===== src/rtl/bcnt_table_writer.sv =====
module bcnt_table_writer #(
  parameter int NUM_Q      = 16,
  parameter int SLOTS      = 256,
  parameter int MIRROR     = 64,
  parameter int STRIDE_B   = 1024,
  parameter int CNT_W      = 12,
  parameter int IN_W       = 16,
  parameter int MAX_PEND   = 255,
  parameter int QW         = $clog2(NUM_Q),
  parameter int SW         = $clog2(SLOTS),
  parameter int AW         = $clog2(NUM_Q * STRIDE_B / 2)
) (
  input  logic            clk,
  input  logic            rst_n,
  input  logic            enq_valid,
  output logic            enq_ready,
  input  logic [QW-1:0]   enq_queue,
  input  logic [SW-1:0]   enq_slot,
  input  logic [IN_W-1:0] enq_bytes,
  input  logic            done_valid,
  input  logic [QW-1:0]   done_queue,
  output logic            mem_we,
  output logic [AW-1:0]   mem_addr,
  output logic [15:0]     mem_wdata,
  output logic            overflow,
  output logic            size_err
);
  localparam int HW_PER_Q = STRIDE_B / 2;
  localparam int OCC_W    = $clog2(MAX_PEND + 1);
  localparam logic [CNT_W-1:0] CNT_MAX = '1;

  logic [OCC_W-1:0] occ [NUM_Q];
  logic             mir_pend;
  logic             fire, full, big;
  logic [AW-1:0]    prim_addr;
  logic [CNT_W-1:0] cnt;

  assign enq_ready = !mir_pend;
  assign fire      = enq_valid && enq_ready;
  assign full      = occ[enq_queue] == OCC_W'(MAX_PEND);
  assign big       = enq_bytes > IN_W'(CNT_MAX);
  assign cnt       = big ? CNT_MAX : enq_bytes[CNT_W-1:0];
  assign prim_addr = AW'(enq_queue) * AW'(HW_PER_Q) + AW'(enq_slot);

  for (genvar i = 0; i < NUM_Q; i++) begin : g_occ
    logic inc, dec;
    assign inc = fire && !full && enq_queue == QW'(i);
    assign dec = done_valid && done_queue == QW'(i) && occ[i] != '0;
    always_ff @(posedge clk) begin
      if (!rst_n) occ[i] <= '0;
      else if (inc && !dec) occ[i] <= occ[i] + 1'b1;
      else if (dec && !inc) occ[i] <= occ[i] - 1'b1;
    end
  end

  always_ff @(posedge clk) begin
    if (!rst_n) begin
      mem_we    <= 1'b0;
      mem_addr  <= '0;
      mem_wdata <= '0;
      mir_pend  <= 1'b0;
      overflow  <= 1'b0;
      size_err  <= 1'b0;
    end else begin
      overflow <= fire && full;
      size_err <= fire && !full && big;
      if (fire && !full) begin
        mem_we    <= 1'b1;
        mem_addr  <= prim_addr;
        mem_wdata <= 16'(cnt);
        mir_pend  <= enq_slot < SW'(MIRROR);
      end else if (mir_pend) begin
        mem_we    <= 1'b1;
        mem_addr  <= mem_addr + AW'(SLOTS);
        mir_pend  <= 1'b0;
      end else begin
        mem_we    <= 1'b0;
      end
    end
  end

  a_r2_mirror_follows: assert property (@(posedge clk) disable iff (!rst_n)
    (mem_we && mir_pend) |=> (mem_we && mem_addr == $past(mem_addr) + AW'(SLOTS)
                              && mem_wdata == $past(mem_wdata)));
  a_r7_ready_gap: assert property (@(posedge clk) disable iff (!rst_n)
    (fire && !full && enq_slot < SW'(MIRROR)) |=> !enq_ready);
  a_r5_drop: assert property (@(posedge clk) disable iff (!rst_n)
    (fire && full) |=> (overflow && !mem_we));
  a_r3_reserved_zero: assert property (@(posedge clk) disable iff (!rst_n)
    mem_we |-> mem_wdata[15:CNT_W] == '0);
  a_r4_saturated: assert property (@(posedge clk) disable iff (!rst_n)
    size_err |-> (mem_we && mem_wdata == 16'(CNT_MAX)));
  a_r5_flags_apart: assert property (@(posedge clk) disable iff (!rst_n)
    !(overflow && size_err));
endmodule


===== config.mk =====
export PLATFORM = sky130hd
export DESIGN_NAME = bcnt_table_writer
export DESIGN_NICKNAME = d
export VERILOG_FILES = /design/src/rtl/bcnt_table_writer.sv
export SDC_FILE = /design/constraint.sdc
export NUM_CORES = 1
export LEC_CHECK = 0
export BUFFER_PORTS_ARGS = -buffer_cell sky130_fd_sc_hd__buf_2
export CORE_MARGIN = 2
export CORE_UTILIZATION = 40
export DETAILED_ROUTE_END_ITERATION = 7
export HOLD_SLACK_MARGIN = 0.03
export PLACE_DENSITY = 0.63
export SLEW_MARGIN = 20
export SYNTH_ARGS = -nofsm -noshare
export SYNTH_HDL_FRONTEND = slang
export SYNTH_SLANG_ARGS = --single-unit

===== constraint.sdc =====
create_clock -name clk -period 6.2 [get_ports clk]
set_input_delay 0.93 -clock clk [delete_from_list [all_inputs] [get_ports clk]]
set_output_delay 0.93 -clock clk [all_outputs]
set_load 0.02 [all_outputs]

==> metrics <==
Worst path most repeated cell a21oi_1; Post-synth EDFFs 128; post-CTS setup buffers 0; P per Cell Area 214 nW/um^2; vias in the first global route 9,906; post-cts sizing count 0; synth warn 0; cell count along the critical path 18; DIE AREA 31,200 um^2; CP Capture Type flip-flop; max_slew headroom 25.4%; RePlAce Congestion 0.905; fill cell count 2,843; Final Hold Vio Count 0; synth top area cells edfxtp_1 32%, ha_1 5.4%, dfxtp_1 4.9%; CTS tree yes; critical path required time 6.38 ns; IO Port Bufs 64; crit-path leading delay family simple AND/OR/NAND/NOR gates; DR WL met2 15,000 um; clk slew on worst S/H paths 0.08 ns; asr flop ratio synth 0%; crit-path max cell delay 0.46 ns; Hold Path Origin mem_addr[7]; crit path launch type primary input; slowest CP cell nor4_2; All-Layer GR Usage 20.7%; count of final setup violators 0; fin cells 1,785; synthesized flop and latch total 157; row count 63; cell depth of the worst flop-to-flop path 17; top sig layer met4; Die H 177 um; clk root buf clkbuf_16; total power 2.81 mW; final cycle utilization of the critical path 76.7%; CP cell instances buf_2 -> nand2b_1 -> nor3_1 -> nor4_1 -> nor4_2 -> a31oi_4 -> a31oi_1 -> nand2_1 -> inv_1 -> ha_1 -> a21o_1 -> a21oi_1 -> o21bai_1 -> a21oi_1 -> o21ai_0 -> xor2_1 -> mux2i_1 -> nor2_1; setup TNS 0 ns; total congestion overflow 0; area leader, netlist edfxtp_1; WP data arrival 4.94 ns; Metal-1 WL 14,800 um; clk_skew 0.0189 ns; routed vias/inst 6.09; I/O pin total 69; WP buf/inv 2; worst reg2reg path startpoint occ[12][2]; via count 10,868; Worst Tran Pin Value 1.11 ns; max-slew violation count 0; total CTS buffers 17; Crit. Startpoint enq_queue[1]; clock latency at the later pin of the worst-skew pair 0.45 ns; Die X 177 um; Residual DRC 0; R2R Path End occ[8][7]; Max-cap violations 0; largest net degree at the start of global routing 58; top cell type's share of synthesized area 32.2%; design area 13,100 um^2; Synth cell types 82; Sink Count 157; Mapped Area 11,900 um^2; DP Wirelength 23,100 um; Util after Layout 44.5%; Layout Area Growth over Synthesis 9.82%; H-tree depth 4; placed cell area 12,500 um^2; Initial Util 40.5%; Routed met3 length 2010 um; hold_buf cts 0; first-pass GRT wire length 52,000 um; Pre-antenna DRT Iters 6; top_reg_cell synth edfxtp_1; Critical Path Fanout Max 18; CP Class primary input to flip-flop; setup slack, reg-to-reg 1.74 ns; fin nets 1,469; initial DRC count 927; RSZ-0062 raised after global routing no; status finished, final reports clean; LEAKAGE 4.55 nW; ANT nets after route 0; clock buffer depth 2; Fmax 0.210 GHz; Mapped Cells 1,372; fin crit period 4.76 ns; HP Class flip-flop to flip-flop; Core Area 29,500 um^2; Post-Place Cells 1,750; worst vdd ir 0.000141 V; initial antenna violation count 2; post-synthesis area per instance 8.70 um^2; Seq/Total Area, Yosys 37.1%; drt wl/cell 18.1 um; Total Wirelength 32,400 um; crit path capture occ[8][7]; layout cells sized above 1 10.2%
==> layout by cell type (no fill, tap or decap), types with 11 or more instances in the layout <==
cell type / instances
edfxtp_1: 128
nand2_1: 109
nor3_1: 97
nor2_1: 92
nand3_1: 79
inv_1: 72
buf_2: 64
a21oi_1: 62
ha_1: 52
a221oi_1: 49
nand2b_1: 47
and3_1: 41
nand4_1: 31
a31oi_1: 30
or3_1: 30
dfxtp_1: 29
xor2_1: 28
nor4_1: 27
xnor2_1: 27
a22oi_1: 26
o21ai_0: 21
clkbuf_16: 17
a211oi_1: 16
buf_4: 15
nor2b_1: 11
mux2i_1: 11
==> report_power, final <==
part / leakage (nW) / total [mW] / switching (mW) / internal [mW]
logic: 2.70 / 0.397 / 0.254 / 0.143
clock network: 0.288 / 1.07 / 0.530 / 0.544
registers: 1.56 / 1.33 / 0.111 / 1.22
==> cell usage after synthesis (28+ instances only) <==
master    instances
a21oi_1          62
a221oi_1         49
a31oi_1          32
and3_1           41
clkbuf_1         59
dfxtp_1          29
edfxtp_1        128
ha_1             52
inv_1            72
nand2_1         109
nand2b_1         47
nand3_1          79
nand4_1          31
nor2_1           92
nor3_1           99
or3_1            30
xor2_1           28
==> worst min-delay path by stage <==
| stage | end | slack (ns) | cells after the start |
|---|---|---|---|
| after floorplan | mem_addr[0] | 0.53 | 2 |
| after global placement | mem_addr[6] | 0.44 | 2 |
| after detailed placement | mem_addr[7] | 0.44 | 2 |
| after CTS | mem_addr[7] | 0.46 | 2 |
| after global routing | mem_addr[1] | 0.48 | 2 |
| final | mem_addr[7] | 0.45 | 2 |
==> per-stage QoR <==
step	hold WS (ns)	setup WS (ns)
after global placement	0.439	1.31
after detailed placement	0.445	1.12
after global routing	0.476	1.23
final	0.452	1.44
after CTS	0.455	1.58
after floorplan	0.533	1.61
==> final cells by class <==
type	count	area, um^2	area share (%)
antenna	2	5.00	0.0382
multi-input combinational	1051	6880	52.5
sequential	157	4420	33.7
timing repair buffer	80	448	3.42
tap	390	488	3.72
clock inverter	15	170	1.30
inverter	73	274	2.09
clock buffer	17	425	3.24
==> tightest hold or removal path, stage by stage (launching register included) <==
cell	delay, ns
dfxtp_1	0.31
nand2_1	0.05
a21oi_1	0.05
==> sequential cells by signal, summed over array words and instances, names as in the netlist <==
signal	flops
mem_addr	13
mem_wdata	12
mem_we	1
mir_pend	1
occ	128
overflow	1
size_err	1
==> per-layer routing <==
metal	vias to the layer above	GRT usage [%]
met5	-	0
met4	0	7.02
met3	39	4.15
met2	393	33.0
met1	5194	28.1
li1	5242	-
==> cells by family after synthesis <==
logic type,count (synthesis),share of synthesized area (%)
buffers and inverters,167,5.84
other,1,0.0314
adder cells (fa/ha/maj),53,5.62
multiplexers,14,1.30
AO/OA/AOI/OAI,305,18.8
XOR/XNOR,55,4.03
AND/OR/NAND/NOR,620,27.3
flip-flops,157,37.1
No activity file was read; power rests on OpenSTA's default activity.
